==> src/rtl/vmu_pkg.sv <==
package vmu_pkg;
  typedef enum logic [2:0] {
    ST_IDLE,
    ST_FILL,
    ST_ISSUE,
    ST_WAIT,
    ST_DONE
  } vmu_state_e;
endpackage

==> src/rtl/vmu_agu.sv <==
module vmu_agu #(
  parameter int unsigned L   = 4,
  parameter int unsigned AW  = 32,
  parameter int unsigned VLW = 5,
  parameter int unsigned GW  = 4,
  parameter int unsigned SH  = 2
) (
  input  logic [AW-1:0]   base_i,
  input  logic [AW-1:0]   stride_i,
  input  logic            indexed_i,
  input  logic [GW-1:0]   grp_i,
  input  logic [VLW-1:0]  vl_i,
  input  logic [L*AW-1:0] idx_i,
  output logic [L*AW-1:0] addr_o,
  output logic [L-1:0]    act_o
);
  for (genvar g = 0; g < L; g++) begin : g_lane
    logic [AW-1:0] elem;
    logic [AW-1:0] off;
    assign elem = AW'(grp_i) * AW'(L) + AW'(g);
    // per-lane mux: indexed offset or scaled stride
    assign off = indexed_i ? idx_i[g*AW +: AW] : elem * stride_i;
    assign addr_o[g*AW +: AW] = base_i + (off << SH);
    assign act_o[g] = elem < AW'(vl_i);
  end
endmodule

==> src/rtl/vmu_req_queue.sv <==
module vmu_req_queue #(
  parameter int unsigned L  = 4,
  parameter int unsigned AW = 32,
  parameter int unsigned DW = 32,
  parameter int unsigned LW = 2
) (
  input  logic            clk_i,
  input  logic            rst_ni,
  input  logic            load_i,
  input  logic [L-1:0]    act_i,
  input  logic [L*AW-1:0] addr_i,
  input  logic [L*DW-1:0] data_i,
  input  logic            pop_i,
  output logic            vld_o,
  output logic            last_o,
  output logic [AW-1:0]   addr_o,
  output logic [DW-1:0]   data_o,
  output logic [LW-1:0]   lane_o
);
  logic [L-1:0]  vld_q;
  logic [L-1:0]  head_oh;
  logic [AW-1:0] addr_q [L];
  logic [DW-1:0] data_q [L];

  always_comb begin
    head_oh = '0;
    lane_o  = '0;
    for (int i = L - 1; i >= 0; i--) begin
      if (vld_q[i]) begin
        head_oh = '0;
        head_oh[i] = 1'b1;
        lane_o = LW'(i);
      end
    end
  end

  assign vld_o  = |vld_q;
  assign last_o = (vld_q & ~head_oh) == '0;
  assign addr_o = addr_q[lane_o];
  assign data_o = data_q[lane_o];

  always_ff @(posedge clk_i or negedge rst_ni) begin
    if (!rst_ni)     vld_q <= '0;
    else if (load_i) vld_q <= act_i;
    else if (pop_i)  vld_q <= vld_q & ~head_oh;
  end

  // write crossbar: lane operands gathered into queue slots
  for (genvar g = 0; g < L; g++) begin : g_slot
    always_ff @(posedge clk_i) begin
      if (load_i) begin
        addr_q[g] <= addr_i[g*AW +: AW];
        data_q[g] <= data_i[g*DW +: DW];
      end
    end
  end

  assert_pop_valid_R3: assert property (@(posedge clk_i) disable iff (!rst_ni)
    pop_i |-> vld_o);
  assert_ascending_R3: assert property (@(posedge clk_i) disable iff (!rst_ni)
    (pop_i && !last_o) |=> (lane_o > $past(lane_o)));
  assert_fill_empty_R6: assert property (@(posedge clk_i) disable iff (!rst_ni)
    load_i |-> !vld_o);
endmodule

==> src/rtl/vmu_rd_xbar.sv <==
module vmu_rd_xbar #(
  parameter int unsigned L  = 4,
  parameter int unsigned DW = 32,
  parameter int unsigned CW = 3
) (
  input  logic            clk_i,
  input  logic            rst_ni,
  input  logic            clr_i,
  input  logic            rsp_valid_i,
  input  logic [DW-1:0]   rsp_data_i,
  input  logic [CW-1:0]   n_i,
  output logic [CW-1:0]   cnt_o,
  output logic [L*DW-1:0] data_o
);
  logic [CW-1:0] cnt_q;

  always_ff @(posedge clk_i or negedge rst_ni) begin
    if (!rst_ni)          cnt_q <= '0;
    else if (clr_i)       cnt_q <= '0;
    else if (rsp_valid_i) cnt_q <= cnt_q + 1'b1;
  end
  assign cnt_o = cnt_q;

  // active lanes form a prefix, so response k belongs to lane k
  for (genvar g = 0; g < L; g++) begin : g_lane
    logic [DW-1:0] word_q;
    always_ff @(posedge clk_i) begin
      if (rsp_valid_i && cnt_q == CW'(g)) word_q <= rsp_data_i;
    end
    assign data_o[g*DW +: DW] = word_q;
  end

  assert_rsp_bound_R7: assert property (@(posedge clk_i) disable iff (!rst_ni)
    rsp_valid_i |-> (cnt_q < n_i));
endmodule

==> src/rtl/vmu_top.sv <==
module vmu_top #(
  parameter int unsigned L   = 4,
  parameter int unsigned MVL = 16,
  parameter int unsigned AW  = 32,
  parameter int unsigned DW  = 32
) (
  input  logic                       clk_i,
  input  logic                       rst_ni,
  input  logic                       setvl_i,
  input  logic [AW-1:0]              setvl_len_i,
  output logic [$clog2(MVL+1)-1:0]   vl_o,
  input  logic                       cmd_valid_i,
  output logic                       cmd_ready_o,
  input  logic                       cmd_store_i,
  input  logic                       cmd_indexed_i,
  input  logic [AW-1:0]              cmd_base_i,
  input  logic [AW-1:0]              cmd_stride_i,
  output logic                       opnd_req_o,
  output logic [$clog2(MVL)-1:0]     opnd_grp_o,
  input  logic [L*AW-1:0]            opnd_idx_i,
  input  logic [L*DW-1:0]            opnd_data_i,
  output logic                       mem_req_valid_o,
  input  logic                       mem_req_ready_i,
  output logic                       mem_req_we_o,
  output logic [AW-1:0]              mem_req_addr_o,
  output logic [DW-1:0]              mem_req_wdata_o,
  input  logic                       mem_rsp_valid_i,
  input  logic [DW-1:0]              mem_rsp_rdata_i,
  output logic                       ld_valid_o,
  output logic [$clog2(MVL)-1:0]     ld_grp_o,
  output logic [L-1:0]               ld_mask_o,
  output logic [L*DW-1:0]            ld_data_o,
  output logic                       done_o
);
  import vmu_pkg::*;

  localparam int unsigned VLW = $clog2(MVL + 1);
  localparam int unsigned GW  = $clog2(MVL);
  localparam int unsigned LW  = $clog2(L);
  localparam int unsigned CW  = $clog2(L + 1);
  localparam int unsigned SH  = $clog2(DW / 8);

  vmu_state_e    st_q;
  logic [VLW-1:0] vl_q;
  logic          store_q, indexed_q;
  logic [AW-1:0] base_q, stride_q;
  logic [GW-1:0] grp_q;
  logic [CW-1:0] n_q;
  logic [L-1:0]  mask_q;

  logic [L*AW-1:0] lane_addr;
  logic [L-1:0]    lane_act;
  logic [CW-1:0]   n_act;
  logic [AW-1:0]   nxt_base;
  logic            more_grp;
  logic            q_vld, q_last, pop, fill;
  logic [AW-1:0]   q_addr;
  logic [DW-1:0]   q_data;
  logic [LW-1:0]   q_lane;
  logic [CW-1:0]   rsp_cnt;
  logic            grp_back;

  vmu_agu #(.L(L), .AW(AW), .VLW(VLW), .GW(GW), .SH(SH)) u_agu (
    .base_i   (base_q),
    .stride_i (stride_q),
    .indexed_i(indexed_q),
    .grp_i    (grp_q),
    .vl_i     (vl_q),
    .idx_i    (opnd_idx_i),
    .addr_o   (lane_addr),
    .act_o    (lane_act)
  );

  vmu_req_queue #(.L(L), .AW(AW), .DW(DW), .LW(LW)) u_queue (
    .clk_i  (clk_i),
    .rst_ni (rst_ni),
    .load_i (fill),
    .act_i  (lane_act),
    .addr_i (lane_addr),
    .data_i (opnd_data_i),
    .pop_i  (pop),
    .vld_o  (q_vld),
    .last_o (q_last),
    .addr_o (q_addr),
    .data_o (q_data),
    .lane_o (q_lane)
  );

  vmu_rd_xbar #(.L(L), .DW(DW), .CW(CW)) u_rxbar (
    .clk_i      (clk_i),
    .rst_ni     (rst_ni),
    .clr_i      (fill),
    .rsp_valid_i(mem_rsp_valid_i),
    .rsp_data_i (mem_rsp_rdata_i),
    .n_i        (n_q),
    .cnt_o      (rsp_cnt),
    .data_o     (ld_data_o)
  );

  always_comb begin
    n_act = '0;
    for (int i = 0; i < L; i++) n_act = n_act + CW'(lane_act[i]);
  end

  assign nxt_base = (AW'(grp_q) + AW'(1)) * AW'(L);
  assign more_grp = nxt_base < AW'(vl_q);
  assign fill     = (st_q == ST_FILL);
  assign pop      = mem_req_valid_o && mem_req_ready_i;
  assign grp_back = (st_q == ST_WAIT) && (rsp_cnt == n_q);

  always_ff @(posedge clk_i or negedge rst_ni) begin
    if (!rst_ni) begin
      st_q      <= ST_IDLE;
      vl_q      <= VLW'(MVL);
      store_q   <= 1'b0;
      indexed_q <= 1'b0;
      base_q    <= '0;
      stride_q  <= '0;
      grp_q     <= '0;
      n_q       <= '0;
      mask_q    <= '0;
    end else begin
      unique case (st_q)
        ST_IDLE: begin
          if (setvl_i)
            vl_q <= (setvl_len_i > AW'(MVL)) ? VLW'(MVL) : VLW'(setvl_len_i);
          if (cmd_valid_i) begin
            store_q   <= cmd_store_i;
            indexed_q <= cmd_indexed_i;
            base_q    <= cmd_base_i;
            stride_q  <= cmd_stride_i;
            grp_q     <= '0;
            st_q      <= (vl_q == '0) ? ST_DONE : ST_FILL;
          end
        end
        ST_FILL: begin
          n_q    <= n_act;
          mask_q <= lane_act;
          st_q   <= ST_ISSUE;
        end
        ST_ISSUE: begin
          if (pop && q_last) begin
            if (!store_q)      st_q <= ST_WAIT;
            else if (more_grp) begin
              grp_q <= grp_q + 1'b1;
              st_q  <= ST_FILL;
            end else           st_q <= ST_DONE;
          end
        end
        ST_WAIT: begin
          if (grp_back) begin
            if (more_grp) begin
              grp_q <= grp_q + 1'b1;
              st_q  <= ST_FILL;
            end else st_q <= ST_DONE;
          end
        end
        ST_DONE: st_q <= ST_IDLE;
        default: st_q <= ST_IDLE;
      endcase
    end
  end

  assign vl_o            = vl_q;
  assign cmd_ready_o     = (st_q == ST_IDLE);
  assign opnd_req_o      = fill;
  assign opnd_grp_o      = grp_q;
  assign mem_req_valid_o = (st_q == ST_ISSUE) && q_vld;
  assign mem_req_we_o    = store_q;
  assign mem_req_addr_o  = q_addr;
  assign mem_req_wdata_o = q_data;
  assign ld_valid_o      = grp_back;
  assign ld_grp_o        = grp_q;
  assign ld_mask_o       = mask_q;
  assign done_o          = (st_q == ST_DONE);

  assert_req_hold_R3: assert property (@(posedge clk_i) disable iff (!rst_ni)
    (mem_req_valid_o && !mem_req_ready_i) |=> (mem_req_valid_o && $stable(mem_req_addr_o)
      && $stable(mem_req_we_o) && $stable(mem_req_wdata_o)));
  assert_vl_bound_R5: assert property (@(posedge clk_i) disable iff (!rst_ni)
    vl_q <= VLW'(MVL));
  assert_done_pulse_R9: assert property (@(posedge clk_i) disable iff (!rst_ni)
    done_o |=> (!done_o && cmd_ready_o));
  assert_mask_prefix_R4: assert property (@(posedge clk_i) disable iff (!rst_ni)
    ld_valid_o |-> (((ld_mask_o + 1'b1) & ld_mask_o) == '0 && ld_mask_o[0]));
  assert_rsp_loads_only_R7: assert property (@(posedge clk_i) disable iff (!rst_ni)
    mem_rsp_valid_i |-> (!store_q && (st_q == ST_ISSUE || st_q == ST_WAIT)));
  assert_lane_in_group_R6: assert property (@(posedge clk_i) disable iff (!rst_ni)
    mem_req_valid_o |-> mask_q[q_lane]);
endmodule

==> config.mk <==
export PLATFORM = sky130hd
export DESIGN_NAME = vmu_top
export DESIGN_NICKNAME = d
export VERILOG_FILES = /design/src/rtl/vmu_pkg.sv /design/src/rtl/vmu_agu.sv /design/src/rtl/vmu_req_queue.sv /design/src/rtl/vmu_rd_xbar.sv /design/src/rtl/vmu_top.sv
export SDC_FILE = /design/constraint.sdc
export NUM_CORES = 1
export LEC_CHECK = 0
export CORE_MARGIN = 1.5
export CORE_UTILIZATION = 60
export CTS_BUF_LIST = sky130_fd_sc_hd__clkbuf_8
export CTS_CLUSTER_DIAMETER = 60
export CTS_CLUSTER_SIZE = 14
export DETAILED_ROUTE_END_ITERATION = 12
export DONT_BUFFER_PORTS = 1
export PLACE_DENSITY_LB_ADDON = 0.05
export SLEW_MARGIN = 20
export SYNTH_ARGS = -nofsm -noshare
export SYNTH_HDL_FRONTEND = slang
export SYNTH_SLANG_ARGS = --single-unit
==> constraint.sdc <==
create_clock -name clk_i -period 24.9 [get_ports clk_i]
set_clock_uncertainty 0.1 [all_clocks]
set_input_delay 2.49 -clock clk_i [delete_from_list [all_inputs] [get_ports clk_i]]
set_output_delay 2.49 -clock clk_i [all_outputs]
set_load 0.1 [all_outputs]
==> impl_metrics.csv, run 1 <==
group,metric,value,unit
logic_synthesis,synthFlopType,"edfxtp_1",
clocking,clock_sinks,468,
timing,max_freq,0.111,GHz
logic_synthesis,yosysSeqAreaShare,0.379,
drt,wl_met2,46100,um
critical_path,required,25240,ps
logic_synthesis,syn_avg_cell_area,10.9,um^2
critical_path,r2r_slack,15930,ps
logic_synthesis,synthAdderAreaFrac,0.225,
logic_synthesis,synthTopCellsByCount,"378 x edfxtp_1, 345 x inv_1, 337 x ha_1",
logic_synthesis,async_flop_share,0.192,
timing,period_minus_slack,8970,ps
logic_synthesis,synthMuxAreaShare,0.0578,
drt,postRouteWirelength,102000,um
final_layout,n_fill_cell,4723,
timing,tightest_slew,1040,ps
critical_path,crit_fanout,41,
drt,wl_met3,9250,um
clocking,numCtsBuffers,46,
clocking,clk_latency,690,ps
final_layout,syn2layout_area_growth,4.93,%
global_routing,grt_util_all_layers,0.327,
drt,drtPass1Iterations,6,
timing,drv_slew,0,
global_routing,grt_start_max_net_pins,160,
clocking,cts_repair_resize_count,0,
final_layout,nets,4207,
timing,relSlewSlack,0.309,
timing,final.setup.tns,0,ps
clocking,clockBufferDepth,3,
critical_path,crit_arrival,9310,ps
placement,numPortBuffers,0,
critical_path,cp-end-kind,"flip-flop",
logic_synthesis,synth_top_family_by_area,"adder cells",
floorplanning,core,59000,um^2
logic_synthesis,ys_types,86,
clocking,cts_setup_buffers,0,
clocking,cts_tree,"done",
logic_synthesis,yosysMostFrequentCell,"edfxtp_1",
clocking,cts.hold.buffers_added,0,
final_layout,multi_input_area,20700,um^2
drt,vias_per_cell,6.23,
logic_synthesis,synthXorXnorAreaFrac,0.0576,
global_routing,grt_antenna_before_repair,39,
drt,met1_length,43200,um
logic_synthesis,synth_area_leaders,"edfxtp_1 32%, ha_1 12%, fa_1 11%",
global_routing,grt_pass1_wl,149000,um
placement,gp_congestion,1.01,
timing,hold_violations,0,
critical_path,worstSetupStartpointType,"flip-flop",
logic_synthesis,ys_ff_latch,468,
floorplanning,start_util,0.608,
drt,drt_iter0_drc,2094,
logic_synthesis,synth_nets,4227,
floorplanning,io-pin-count,607,
placement,dp_hpwl,83100,um
clocking,cts_root_buf,"clkbuf_8",
drt,ant_nets,0,
floorplanning,num_rows,89,
clocking,clk_pin_slew,90,ps
drt,dr.max_layer_used,"met5",
logic_synthesis,synth_edf_count,378,
critical_path,cpMaxStageDelayCell,"dfrtp_4",
clocking,htree_levels,2,
final_layout,seq_area,13600,um^2
logic_synthesis,synth-simple-area-share,0.100,
final_layout,drive_above_1_share,0.0741,
floorplanning,die_h,248,um
logic_synthesis,synth_compound_area_frac,0.134,
drt,wl_per_cell,24.9,um
timing,finalSetupViolCount,0,
critical_path,critPathMaxStageDelay,1090,ps
global_routing,first_global_vias,25174,
logic_synthesis,synth_top_area_share,0.316,
timing,rsz0062_at_grt,"no",
drt,num_vias,25631,
logic_synthesis,yosysWarnings,0,
worst_hold_path,hold_path_class,"reg -> reg",
run_status,outcome,"finished, final reports clean",
timing,fin_crit_sh,0.360,
logic_synthesis,synthCells,3305,
floorplanning,die_x,248,um
run,maxCapViolations,0,
logic_synthesis,synth_area,35900,um^2
global_routing,overflow,0,
drt,drc_errors,0,
floorplanning,dieArea,61300,um^2
critical_path,worstSetupPathType,"reg -> reg",
logic_synthesis,yosys.area.top_type,"edfxtp_1",
per-stage QoR:
step | utilization | instance area [um^2] | hold WS, ps | instances | worst slack, ps
6_report | 0.638 | 37700 | 354 | 4111 | 15930
5_1_grt | 0.638 | 37700 | 379 | 4111 | 15400
4_1_cts | 0.637 | 37600 | 360 | 4079 | 16030
3_5_place_dp | 0.623 | 36800 | 342 | 4010 | 16040
3_3_place_gp | 0.623 | 36800 | 333 | 4010 | 16160
2_1_floorplan | - | 35900 | 321 | 3305 | 13490
final cells by class:
| type | instances | area share |
|---|---|---|
| diodes | 32 | 0.00213 |
| clock buffers | 46 | 0.0168 |
| clock inverters | 23 | 0.00508 |
| inverters | 347 | 0.0348 |
| multi-input cells | 2402 | 0.548 |
| flip-flops and latches | 468 | 0.362 |
| well taps | 773 | 0.0257 |
| repair buffers | 20 | 0.00542 |
cells in the final DEF (no fill, tap or decap), types with 18 or more instances in the layout:
cell type,n
nand3_1,35
o21ai_1,40
o21a_1,51
o21bai_1,28
inv_1,350
xor2_1,87
or3_1,21
a21oi_1,173
nand2b_1,31
nand2_1,283
nor2_1,178
a21o_1,76
diode_2,32
a211oi_1,27
xnor2_1,149
ha_1,337
fa_1,193
and2_1,52
dfrtp_1,84
nor2b_1,29
mux4_2,62
nor3_1,56
clkbuf_8,46
a31oi_1,24
o211ai_1,18
mux2_2,54
o21ai_0,170
and3_1,24
edfxtp_1,378
sequential cells by signal, indices dropped and copies added, names as in the netlist:
| signal | cells |
|---|---|
| u_queue.data_q | 128 |
| u_rxbar.g_lane.word_q | 128 |
| u_queue.addr_q | 122 |
| base_q | 32 |
| stride_q | 30 |
| vl_o | 5 |
| ld_grp_o | 4 |
| ld_mask_o | 4 |
| u_queue.vld_q | 4 |
| n_q | 3 |
| st_q | 3 |
| u_rxbar.cnt_o | 3 |
| indexed_q | 1 |
| mem_req_we_o | 1 |
kinds of logic (layout without fill, tap and decap cells):
logic type,Yosys count,in the layout
compound gates,740,740
xor+xnor,236,236
fa+ha+maj,531,531
buf+inv,435,436
flops,468,468
mux,123,123
other cells,0,32
simple gates,772,772
metal layers:
metal  up-vias  GRT usage
met5         -          0
met4         4      0.131
met2      1179      0.504
met3       175     0.0603
li1      11753          -
met1     12520      0.459
final timing paths:
path                                               from                              end  cells past startpoint
worst max-delay path            ld_grp_o[2]$_DFFE_PN0P_  u_queue.addr_q[1][31]$_DFFE_PP_                     29
worst min-delay path              base_q[1]$_DFFE_PN0P_   u_queue.addr_q[0][1]$_DFFE_PP_                      0
worst max register to register  ld_grp_o[2]$_DFFE_PN0P_  u_queue.addr_q[1][31]$_DFFE_PP_                     29
worst min register to register    base_q[1]$_DFFE_PN0P_   u_queue.addr_q[0][1]$_DFFE_PP_                      0
max in group asynchronous                        rst_ni              vl_o[4]$_DFFE_PN1P_                      0
min in group asynchronous                        rst_ni         ld_mask_o[2]$_DFFE_PN0P_                      0
worst max-delay path: cells and delay by family (launching register included):
kind | cells | cell delay, ps
xor+xnor | 2 | 300
simple gates | 3 | 660
flops | 1 | 1090
fa+ha+maj | 5 | 2150
buf+inv | 2 | 100
compound gates | 17 | 4310
Power of run 1 is left out: the tool's default activity adds up to more than one toggle a clock period on the data nets, which glitch-free logic cannot reach.
==> run 2: changes to the inputs <==
Settings changed: ABC_AREA from default to 1.
Clock period 24.9 ns to 8.5 ns, I/O delays scaled along.
==> run 2 against run 1 <==
- worst setup slack got worse by 15000 ps
- via count increased by 30%
- critical endpoint is now u_queue.addr_q[2][31]$_DFFE_PP_
- global-route usage increased by 9.5 points
==> impl_metrics.csv, run 2 <==
group,metric,value,unit
critical_path,reg2regPathDepth,30,
drt,vias_per_cell,6.15,
critical_path,crit_top_cell,"nand2_1",
critical_path,required,8870,ps
run_status,outcome,"finished, final reports clean",
clocking,cts.hold.buffers_added,2,
logic_synthesis,syn_avg_cell_area,8.55,um^2
critical_path,worstSetupPathType,"reg -> reg",
timing,hold_slack,141,ps
clocking,cts_tree,"done",
drt,drtPass1Iterations,6,
timing,fin_crit_sh,0.878,
global_routing,overflow,0,
critical_path,crit_arrival,7820,ps
timing,final.setup.tns,0,ps
logic_synthesis,yosysWarnings,0,
global_routing,first_global_vias,31692,
placement,gp_congestion,1.06,
final_layout,final_common_cell,"nand2_1",
global_routing,grt_pass1_wl,205000,um
logic_synthesis,yosysSeqAreaShare,0.354,
timing,relSlewSlack,0.197,
clocking,clock_sinks,468,
floorplanning,io-pin-count,607,
logic_synthesis,synth_area_leaders,"edfxtp_1 30%, ha_1 11%, fa_1 10%",
critical_path,worstSetupStartpointType,"flip-flop",
floorplanning,die_h,256,um
critical_path,critPathMaxStageDelay,770,ps
placement,dp.cells,5300,
logic_synthesis,ys_ff_latch,468,
logic_synthesis,yosys.area.top_type,"edfxtp_1",
final_layout,nets,5427,
clocking,clockBufferDepth,3,
logic_synthesis,synthFlopType,"edfxtp_1",
worst_hold_path,holdPathStages,0,
timing,period_minus_slack,7460,ps
logic_synthesis,synth_top_area_share,0.295,
logic_synthesis,synth_edf_count,378,
clocking,cts_setup_buffers,0,
floorplanning,core,63200,um^2
floorplanning,die_x,256,um
logic_synthesis,synth_area,38500,um^2
logic_synthesis,ys_types,61,
clocking,cts_root_buf,"clkbuf_8",
drt,num_vias,33332,
drt,ant_nets,0,
clocking,cts_repair_resize_count,0,
placement,numPortBuffers,0,
timing,rsz0062_at_grt,"no",
drt,drc_errors,0,
floorplanning,dieArea,65600,um^2
placement,dp_hpwl,117000,um
drt,drt_iter0_drc,4411,
drt,postRouteWirelength,141000,um
critical_path,cp-end-kind,"flip-flop",
worst_hold_path,hold_path_class,"in -> reg",
timing,finalSetupViolCount,0,
global_routing,grt_antenna_before_repair,59,
global_routing,grt_start_max_net_pins,129,
logic_synthesis,async_flop_share,0.192,
final_layout,syn2layout_area_growth,6.80,%
clocking,htree_levels,2,
global_routing,grt_util_all_layers,0.422,
clocking,clk_latency,720,ps
final_layout,drive_above_1_share,0.0657,
run,maxCapViolations,0,
critical_path,crit_fanout,26,
logic_synthesis,synth_nets,5419,
final_layout,finalNonFillerCells,5421,
final_layout,n_fill_cell,5376,
clocking,numCtsBuffers,47,
critical_path,cpMaxStageDelayCell,"dfrtp_2",
timing,hold_violations,0,
timing,drv_slew,0,
floorplanning,start_util,0.609,
timing,max_freq,0.134,GHz
clocking,clk_pin_slew,100,ps
timing,tightest_slew,1210,ps
drt,wl_per_cell,26.1,um
final_layout,final_cell_mix,"824 x nand2_1, 716 x inv_1, 408 x nor2_1, 378 x edfxtp_1, 337 x ha_1",
floorplanning,num_rows,92,
final_layout,top_regs,"u_queue.data_q x128, u_rxbar.g_lane.word_q x128, u_queue.addr_q x122",
logic_synthesis,synthCells,4497,
logic_synthesis,yosysMostFrequentCell,"nand2_1",
logic_synthesis,synthTopCellsByCount,"825 x nand2_1, 700 x inv_1, 412 x nor2_1",
run 2: changes by cell type after synthesis, moves of 31 or more:
cell | before | now
nor2_1 | 179 | 412
and2_1 | 53 | 2
o22ai_1 | 7 | 68
o21ai_0 | 170 | 320
o21a_1 | 51 | 8
nand2_1 | 283 | 825
nand4_1 | 11 | 55
xnor2_1 | 149 | 59
mux4_2 | 62 | 0
nand3_1 | 35 | 177
nand2b_1 | 31 | 0
a21oi_1 | 173 | 281
inv_1 | 345 | 700
run 2: cell families (layout without fill, tap and decap cells):
group                    after synthesis  in the layout  share of synthesized area
buffers and inverters                795            837                     0.0787
multiplexers                          43             43                     0.0124
AO/OA/AOI/OAI                        907            907                      0.134
adder cells (fa/ha/maj)              530            530                      0.210
other                                  0             36                          0
AND/OR/NAND/NOR                     1581           1581                      0.172
XOR/XNOR                             173            173                     0.0394
flip-flops                           468            468                      0.354
run 2: metrics by stage:
stage,cell area [um^2],util,setup WS (ps)
after detailed placement,40000,0.633,1280
after global routing,41000,0.650,649
after floorplan,38500,-,205
after global placement,40000,0.633,1340
after CTS,41000,0.648,1260
final,41100,0.650,1040
run 2: layer usage:
metal,track usage,vias to the layer above,share of wire
met5,0,-,0.0013
met4,0.224,28,0.061
met3,0.112,356,0.11
met2,0.664,1928,0.45
met1,0.535,15904,0.38
li1,-,15116,-
run 2: worst paths after layout:
check                      slack [ps]               startpoint                                endpoint
min in group asynchronous         600                   rst_ni                stride_q[28]$_DFFE_PN0P_
min                               140      mem_rsp_rdata_i[14]  u_rxbar.g_lane[0].word_q[14]$_DFFE_PP_
max                              1040  ld_grp_o[3]$_DFFE_PN0P_         u_queue.addr_q[2][31]$_DFFE_PP_
max in group asynchronous        7180                   rst_ni                   indexed_q$_DFFE_PN0P_
max reg2reg                      1040  ld_grp_o[3]$_DFFE_PN0P_         u_queue.addr_q[2][31]$_DFFE_PP_
min reg2reg                       370    base_q[1]$_DFFE_PN0P_          u_queue.addr_q[0][1]$_DFFE_PP_
run 2: area by class of cell:
type	instances	area [um^2]	share of cell area
tap	846	1060	0.0258
multi-input combinational	3234	22300	0.543
timing repair buffer	51	448	0.0109
clock buffer	47	647	0.0157
inverter	703	2640	0.0643
clock inverter	36	273	0.00664
antenna	36	90.1	0.00219
sequential	468	13600	0.332
run 2: worst max-delay path, delay by kind of cell, from the launching register on:
kind                     cells  cell delay [ps]
XOR/XNOR                     1              150
AND/OR/NAND/NOR             14             2010
AO/OA/AOI/OAI                5             2090
adder cells (fa/ha/maj)      5             1760
buffers and inverters        5              360
flip-flops                   1              770
Power of run 2 is left out for the same reason.
